## config.mk

```make
export PLATFORM = sky130hd
export DESIGN_NAME = clkdiv_banks
export DESIGN_NICKNAME = d
export VERILOG_FILES = /design/src/rtl/clkdiv_pkg.sv /design/src/rtl/clkdiv_sync.sv /design/src/rtl/clkdiv_counter.sv /design/src/rtl/clkdiv_gate.sv /design/src/rtl/clkdiv_banks.sv
export SDC_FILE = /design/constraint.sdc
export NUM_CORES = 1
export LEC_CHECK = 0
export CAP_MARGIN = 20
export CORE_ASPECT_RATIO = 0.9
export CORE_MARGIN = 3
export CORE_UTILIZATION = 45
export CTS_CLUSTER_DIAMETER = 100
export CTS_CLUSTER_SIZE = 20
export DETAILED_ROUTE_END_ITERATION = 10
export PLACE_DENSITY = 0.7
export SYNTH_ARGS = -nofsm -noshare
export SYNTH_HDL_FRONTEND = slang
export SYNTH_HIERARCHICAL = 1
export SYNTH_SLANG_ARGS = --single-unit
```

## constraint.sdc

```tcl
create_clock -name clk_i -period 3.97 [get_ports clk_i]
set_input_delay 1.191 -clock clk_i [delete_from_list [all_inputs] [get_ports clk_i]]
set_output_delay 1.191 -clock clk_i [all_outputs]
set_load 0.1 [all_outputs]
```

## src/rtl/clkdiv_pkg.sv

```systemverilog
package clkdiv_pkg;
  localparam int RATIO_W = 6;

  typedef enum logic [1:0] {BANK_A, BANK_B, BANK_C, BANK_FB} bank_e;

  // period in source cycles; full=0 doubles it
  function automatic logic [RATIO_W-1:0] bank_ratio(bank_e b, logic [2:0] sel, logic full);
    logic [RATIO_W-1:0] base;
    logic [RATIO_W-1:0] step;
    step = RATIO_W'({sel[1:0], 1'b0});
    case (b)
      BANK_A:  base = (sel[1:0] == 2'd3) ? RATIO_W'(12) : RATIO_W'(4) + step;
      BANK_B:  base = RATIO_W'(4) + step;
      BANK_C:  base = RATIO_W'(2) + step;
      default: base = sel[2] ? (RATIO_W'(4) + step) << 1 : RATIO_W'(4) + step;
    endcase
    return full ? base : base << 1;
  endfunction
endpackage

```

## src/rtl/clkdiv_sync.sv

```systemverilog
module clkdiv_sync #(
  parameter int W      = 12,
  parameter int STAGES = 2
) (
  input  logic         clk_i,
  input  logic         rst_ni,
  input  logic [W-1:0] d_i,
  output logic [W-1:0] q_o
);
  logic [W-1:0] stg_q [STAGES];

  always_ff @(posedge clk_i or negedge rst_ni) begin
    if (!rst_ni) begin
      for (int i = 0; i < STAGES; i++) stg_q[i] <= '0;
    end else begin
      stg_q[0] <= d_i;
      for (int i = 1; i < STAGES; i++) stg_q[i] <= stg_q[i-1];
    end
  end

  assign q_o = stg_q[STAGES-1];
endmodule

```

## src/rtl/clkdiv_counter.sv

```systemverilog
module clkdiv_counter #(
  parameter int W = 6
) (
  input  logic         clk_i,
  input  logic         rst_ni,
  input  logic [W-1:0] ratio_i,
  output logic         level_d_o,
  output logic [W-1:0] cnt_o,
  output logic [W-1:0] ratio_o
);
  logic [W-1:0] cnt_q, cnt_d, ratio_q, ratio_d;
  logic         wrap;

  // ratio_q==0 only after reset: first edge starts a fresh period
  assign wrap    = (ratio_q == '0) || (cnt_q == ratio_q - W'(1));
  assign cnt_d   = wrap ? '0 : cnt_q + W'(1);
  assign ratio_d = wrap ? ratio_i : ratio_q;
  assign level_d_o = cnt_d < (ratio_d >> 1);

  always_ff @(posedge clk_i or negedge rst_ni) begin
    if (!rst_ni) begin
      cnt_q   <= '0;
      ratio_q <= '0;
    end else begin
      cnt_q   <= cnt_d;
      ratio_q <= ratio_d;
    end
  end

  assign cnt_o   = cnt_q;
  assign ratio_o = ratio_q;
endmodule

```

## src/rtl/clkdiv_gate.sv

```systemverilog
module clkdiv_gate (
  input  logic clk_i,
  input  logic rst_ni,
  input  logic level_d_i,
  input  logic inv_i,
  input  logic en_i,
  output logic q_o
);
  logic val_d, gate_q, q_q;

  assign val_d = level_d_i ^ inv_i;

  // enable is taken over only on edges that leave the output low
  always_ff @(posedge clk_i or negedge rst_ni) begin
    if (!rst_ni) begin
      gate_q <= 1'b0;
      q_q    <= 1'b0;
    end else begin
      if (!val_d) gate_q <= en_i;
      q_q <= val_d & gate_q;
    end
  end

  assign q_o = q_q;
endmodule

```

## src/rtl/clkdiv_banks.sv

```systemverilog
module clkdiv_banks
  import clkdiv_pkg::*;
#(
  parameter int BANK_OUTS   = 4,
  parameter int SYNC_STAGES = 2
) (
  input  logic                   clk_i,
  input  logic                   rst_ni,
  input  logic [1:0]             sel_a_i,
  input  logic [1:0]             sel_b_i,
  input  logic [1:0]             sel_c_i,
  input  logic [2:0]             fb_sel_i,
  input  logic                   vco_full_i,
  input  logic                   inv_c_i,
  input  logic [3*BANK_OUTS-1:0] out_en_i,
  output logic [BANK_OUTS-1:0]   qa_o,
  output logic [BANK_OUTS-1:0]   qb_o,
  output logic [BANK_OUTS-1:0]   qc_o,
  output logic                   fb_o
);
  localparam int NUM_BANKS = 3;
  localparam int NUM_DIV   = NUM_BANKS + 1;
  localparam int EN_W      = NUM_BANKS * BANK_OUTS;

  logic [NUM_DIV-1:0][2:0]         sel_w;
  logic [NUM_DIV-1:0][RATIO_W-1:0] cnt_w, ratio_w;
  logic [NUM_DIV-1:0]              lvl_d;
  logic [EN_W-1:0]                 en_s;
  logic [NUM_BANKS-1:0][BANK_OUTS-1:0] bank_q;
  logic                            fb_q;

  assign sel_w[0] = {1'b0, sel_a_i};
  assign sel_w[1] = {1'b0, sel_b_i};
  assign sel_w[2] = {1'b0, sel_c_i};
  assign sel_w[3] = fb_sel_i;

  clkdiv_sync #(.W(EN_W), .STAGES(SYNC_STAGES)) u_en_sync (
    .clk_i, .rst_ni, .d_i(out_en_i), .q_o(en_s)
  );

  for (genvar k = 0; k < NUM_DIV; k++) begin : g_div
    clkdiv_counter #(.W(RATIO_W)) u_cnt (
      .clk_i,
      .rst_ni,
      .ratio_i  (bank_ratio(bank_e'(k), sel_w[k], vco_full_i)),
      .level_d_o(lvl_d[k]),
      .cnt_o    (cnt_w[k]),
      .ratio_o  (ratio_w[k])
    );
  end

  for (genvar b = 0; b < NUM_BANKS; b++) begin : g_bank
    for (genvar o = 0; o < BANK_OUTS; o++) begin : g_out
      localparam bit INV_OK = (b == NUM_BANKS - 1) && (o >= BANK_OUTS / 2);
      clkdiv_gate u_gate (
        .clk_i,
        .rst_ni,
        .level_d_i(lvl_d[b]),
        .inv_i    (INV_OK ? inv_c_i : 1'b0),
        .en_i     (en_s[b*BANK_OUTS+o]),
        .q_o      (bank_q[b][o])
      );
    end
  end

  always_ff @(posedge clk_i or negedge rst_ni) begin
    if (!rst_ni) fb_q <= 1'b0;
    else         fb_q <= lvl_d[NUM_DIV-1];
  end

  assign qa_o = bank_q[0];
  assign qb_o = bank_q[1];
  assign qc_o = bank_q[2];
  assign fb_o = fb_q;
endmodule

```

==> results.json <==
{
  "grt_pass1_vias": 3520,
  "hold_class": "register to register",
  "antenna_found_initial": 0,
  "dr.pass1.iters": 7,
  "antennaDiodeCount": 0,
  "grt_max_degree": 82,
  "cts_tree": "done",
  "synth_area_leaders": "dfrtp_1 (48%), xor2_1 (7.6%), ha_1 (6.7%), a22o_1 (2.8%), mux2_1 (2.7%)",
  "worst_pin_slew_ns": 0.981,
  "fin_nets": 564,
  "slew-limit-headroom_pct": 34.4,
  "yosys_register_bits": 97,
  "min_path_cells": 0,
  "startpoint_type": "primary input",
  "slew_viol_final": 0,
  "clkSinkCount": 97,
  "numPortBuffers": 37,
  "fillCellCount": 980,
  "dp_hpwl_um": 6740,
  "core_area_um2": 10900,
  "die_h_um": 107,
  "fin_cells": 669,
  "rows": 36,
  "synth.distinct_cells": 40,
  "clk_latency_ns": 0.34,
  "fin_skew_ns": 0.0106,
  "rsz0062_at_grt": "false",
  "layout_commonest_cell": "dfrtp_1",
  "drt_wl_total_um": 9150,
  "critPathCaptureType": "register",
  "period_needed_ns": 3.74,
  "post_drt_via_cell_ratio": 5.15,
  "synthCells": 452,
  "max_freq_mhz": 267,
  "setup_viol": 0,
  "multi_input_area_um2": 2470,
  "synthToLayoutAreaGrowth_pct": 18.0,
  "wl_per_cell_um": 13.7,
  "cts_buffer_depth": 2,
  "yosysTopAreaCell": "dfrtp_1",
  "cp_max_fo": 10,
  "seq_area_um2": 2430,
  "htree_levels": 3,
  "finalHoldViolations": 0,
  "synth.avg_cell_area_um2": 11.2,
  "clk_pin_slew_ns": 0.07,
  "syn_area_um2": 5060,
  "die_w_um": 118,
  "antenna_left": 0,
  "hold_buffers": 0,
  "start_util_pct": 46.5,
  "maxCapViolCount": 0,
  "status": "complete, no violations",
  "die_area_um2": 12600,
  "first_iter_violations": 133,
  "crit_type": "primary input to register",
  "ys_seq_area_share_pct": 47.9,
  "cts_buffers": 9,
  "required_ns": 4.19,
  "drc": 0,
  "min_period_over_period_pct": 94.3,
  "reg2reg_depth": 15,
  "yosysWarnings": 6,
  "overflow": 0,
  "cts_root_buf": "clkbuf_16",
  "ios": 38,
  "place_inst": 652,
  "drive_gt1_share_pct": 13.0,
  "track_usage_pct": 15.8,
  "synth.top_cell.area_share_pct": 47.9,
  "cp.arrival_ns": 3.97,
  "layout_common_cells": "dfrtp_1 (97), xor2_1 (44), clkdlybuf4s50_1 (36)",
  "place.gp.congestion": 0.880,
  "vias": 3448,
  "grt_pass1_wl_um": 16300
}
==> synth_stat cells <==
cell type  number
nor2_1         31
or2_1           4
xor2_1         44
nor2b_1         3
o31ai_2         1
nor3b_2         1
o21ai_0         4
o2111ai_1       4
and2_1          5
a22o_1         16
clkbuf_1        4
inv_1          14
o21a_1          4
mux2_2         10
and2b_1         2
buf_8           1
nor3b_1         2
a21oi_1        19
buf_4          16
nor3_1          8
o211a_1         4
nand3_1        16
o21ai_2         4
and2_2         12
buf_6           5
xnor2_1         9
a21o_1          5
nand2_1        13
ha_1           27
and3_1          9
dfrtp_1        97
conb_1          1
a211oi_1        4
nand2b_1        8
nand4_1         8
mux2_1         12
a221oi_1        4
o31a_1          4
a22oi_1        16
maj3_1          1
==> layer usage <==
metal  up-vias  wire length [um]  track usage, %  share of wire (%)
li1       1699                 -               -                  -
met3         7               358            4.27                3.9
met4         0                63            4.27               0.69
met2        56              4460            26.1                 49
met5         -                 0               0                  0
met1      1686              4270            20.7                 47
==> through the flow <==
step	cell area (um^2)	hold slack, ns	TNS [ns]	setup WS, ns	util [%]
global route	5980	0.360	0	0.0418	54.8
finish	5980	0.349	0	0.226	54.8
detailed placement	5620	0.335	-1.27	-0.147	51.6
global placement	5620	0.332	-0.660	-0.0695	51.6
CTS	5930	0.351	0	0.216	54.4
floorplan	5140	0.331	0	0.316	-
==> sequential cells by signal, summed over array words and instances, names as in the netlist <==
name and cells:
g_bank.g_out.u_gate/q_o 12, fb_o 1, u_en_sync/q_o 12, u_en_sync/stg_q 12, g_bank.g_out.u_gate/gate_q 12, g_div.u_cnt/cnt_o 24, g_div.u_cnt/ratio_o 24
==> cell families (layout without fill, tap and decap cells) <==
logic type	after synthesis	count (layout)	share of synthesized area [%]
adder cells (fa/ha/maj)	28	28	6.87
multiplexers	22	22	4.89
AND/OR/NAND/NOR	122	122	12.8
AO/OA/AOI/OAI	89	89	13.1
XOR/XNOR	53	53	9.17
flip-flops	97	97	47.9
other	1	20	0.0740
buffers and inverters	40	86	5.11
==> what timing repair did <==
| action | in CTS | in global routing |
|---|---|---|
| hold endpoints to repair | 0 | 0 |
| endpoints found under the setup margin | 0 | 9 |
| gates resized for setup | 0 | 4 |
| buffers inserted | 0 | 0 |
==> area by class of cell <==
class	count	area share, %
well taps	152	3.18
clock inverters	7	1.38
inverters	14	0.879
repair buffers	56	8.88
multi-input cells	334	41.3
flip-flops and latches	97	40.6
clock buffers	9	3.77
==> worst paths after layout <==
| path | start | to | slack (ns) |
|---|---|---|---|
| setup / recovery | vco_full_i | g_bank[0].g_out[1].u_gate/gate_q$_DFFE_PN0N_ | 0.23 |
| hold / removal | u_en_sync/stg_q[20]$_DFF_PN0_ | u_en_sync/q_o[8]$_DFF_PN0_ | 0.35 |
| setup reg to reg | g_div[0].u_cnt/ratio_o[1]$_DFF_PN0_ | g_bank[0].g_out[1].u_gate/gate_q$_DFFE_PN0N_ | 0.31 |
| hold reg to reg | u_en_sync/stg_q[20]$_DFF_PN0_ | u_en_sync/q_o[8]$_DFF_PN0_ | 0.35 |
| max in group asynchronous | rst_ni | g_bank[1].g_out[3].u_gate/q_o$_DFF_PN0_ | 2.43 |
| min in group asynchronous | rst_ni | g_bank[0].g_out[1].u_gate/q_o$_DFF_PN0_ | 0.68 |
==> worst max-delay path, cell delays in order <==
cell and delay [ns]:
clkdlybuf4s50_1 0.39, buf_4 0.17, maj3_1 0.38, a22oi_1 0.17, ha_1 0.25, nand4_1 0.12
a21o_1 0.10, nand2_1 0.05, a221oi_1 0.36, buf_4 0.21, xor2_1 0.21, mux2_1 0.34
Power is not shown: default switching activity piles up to over one toggle a cycle in this logic, so the estimate is an artifact.
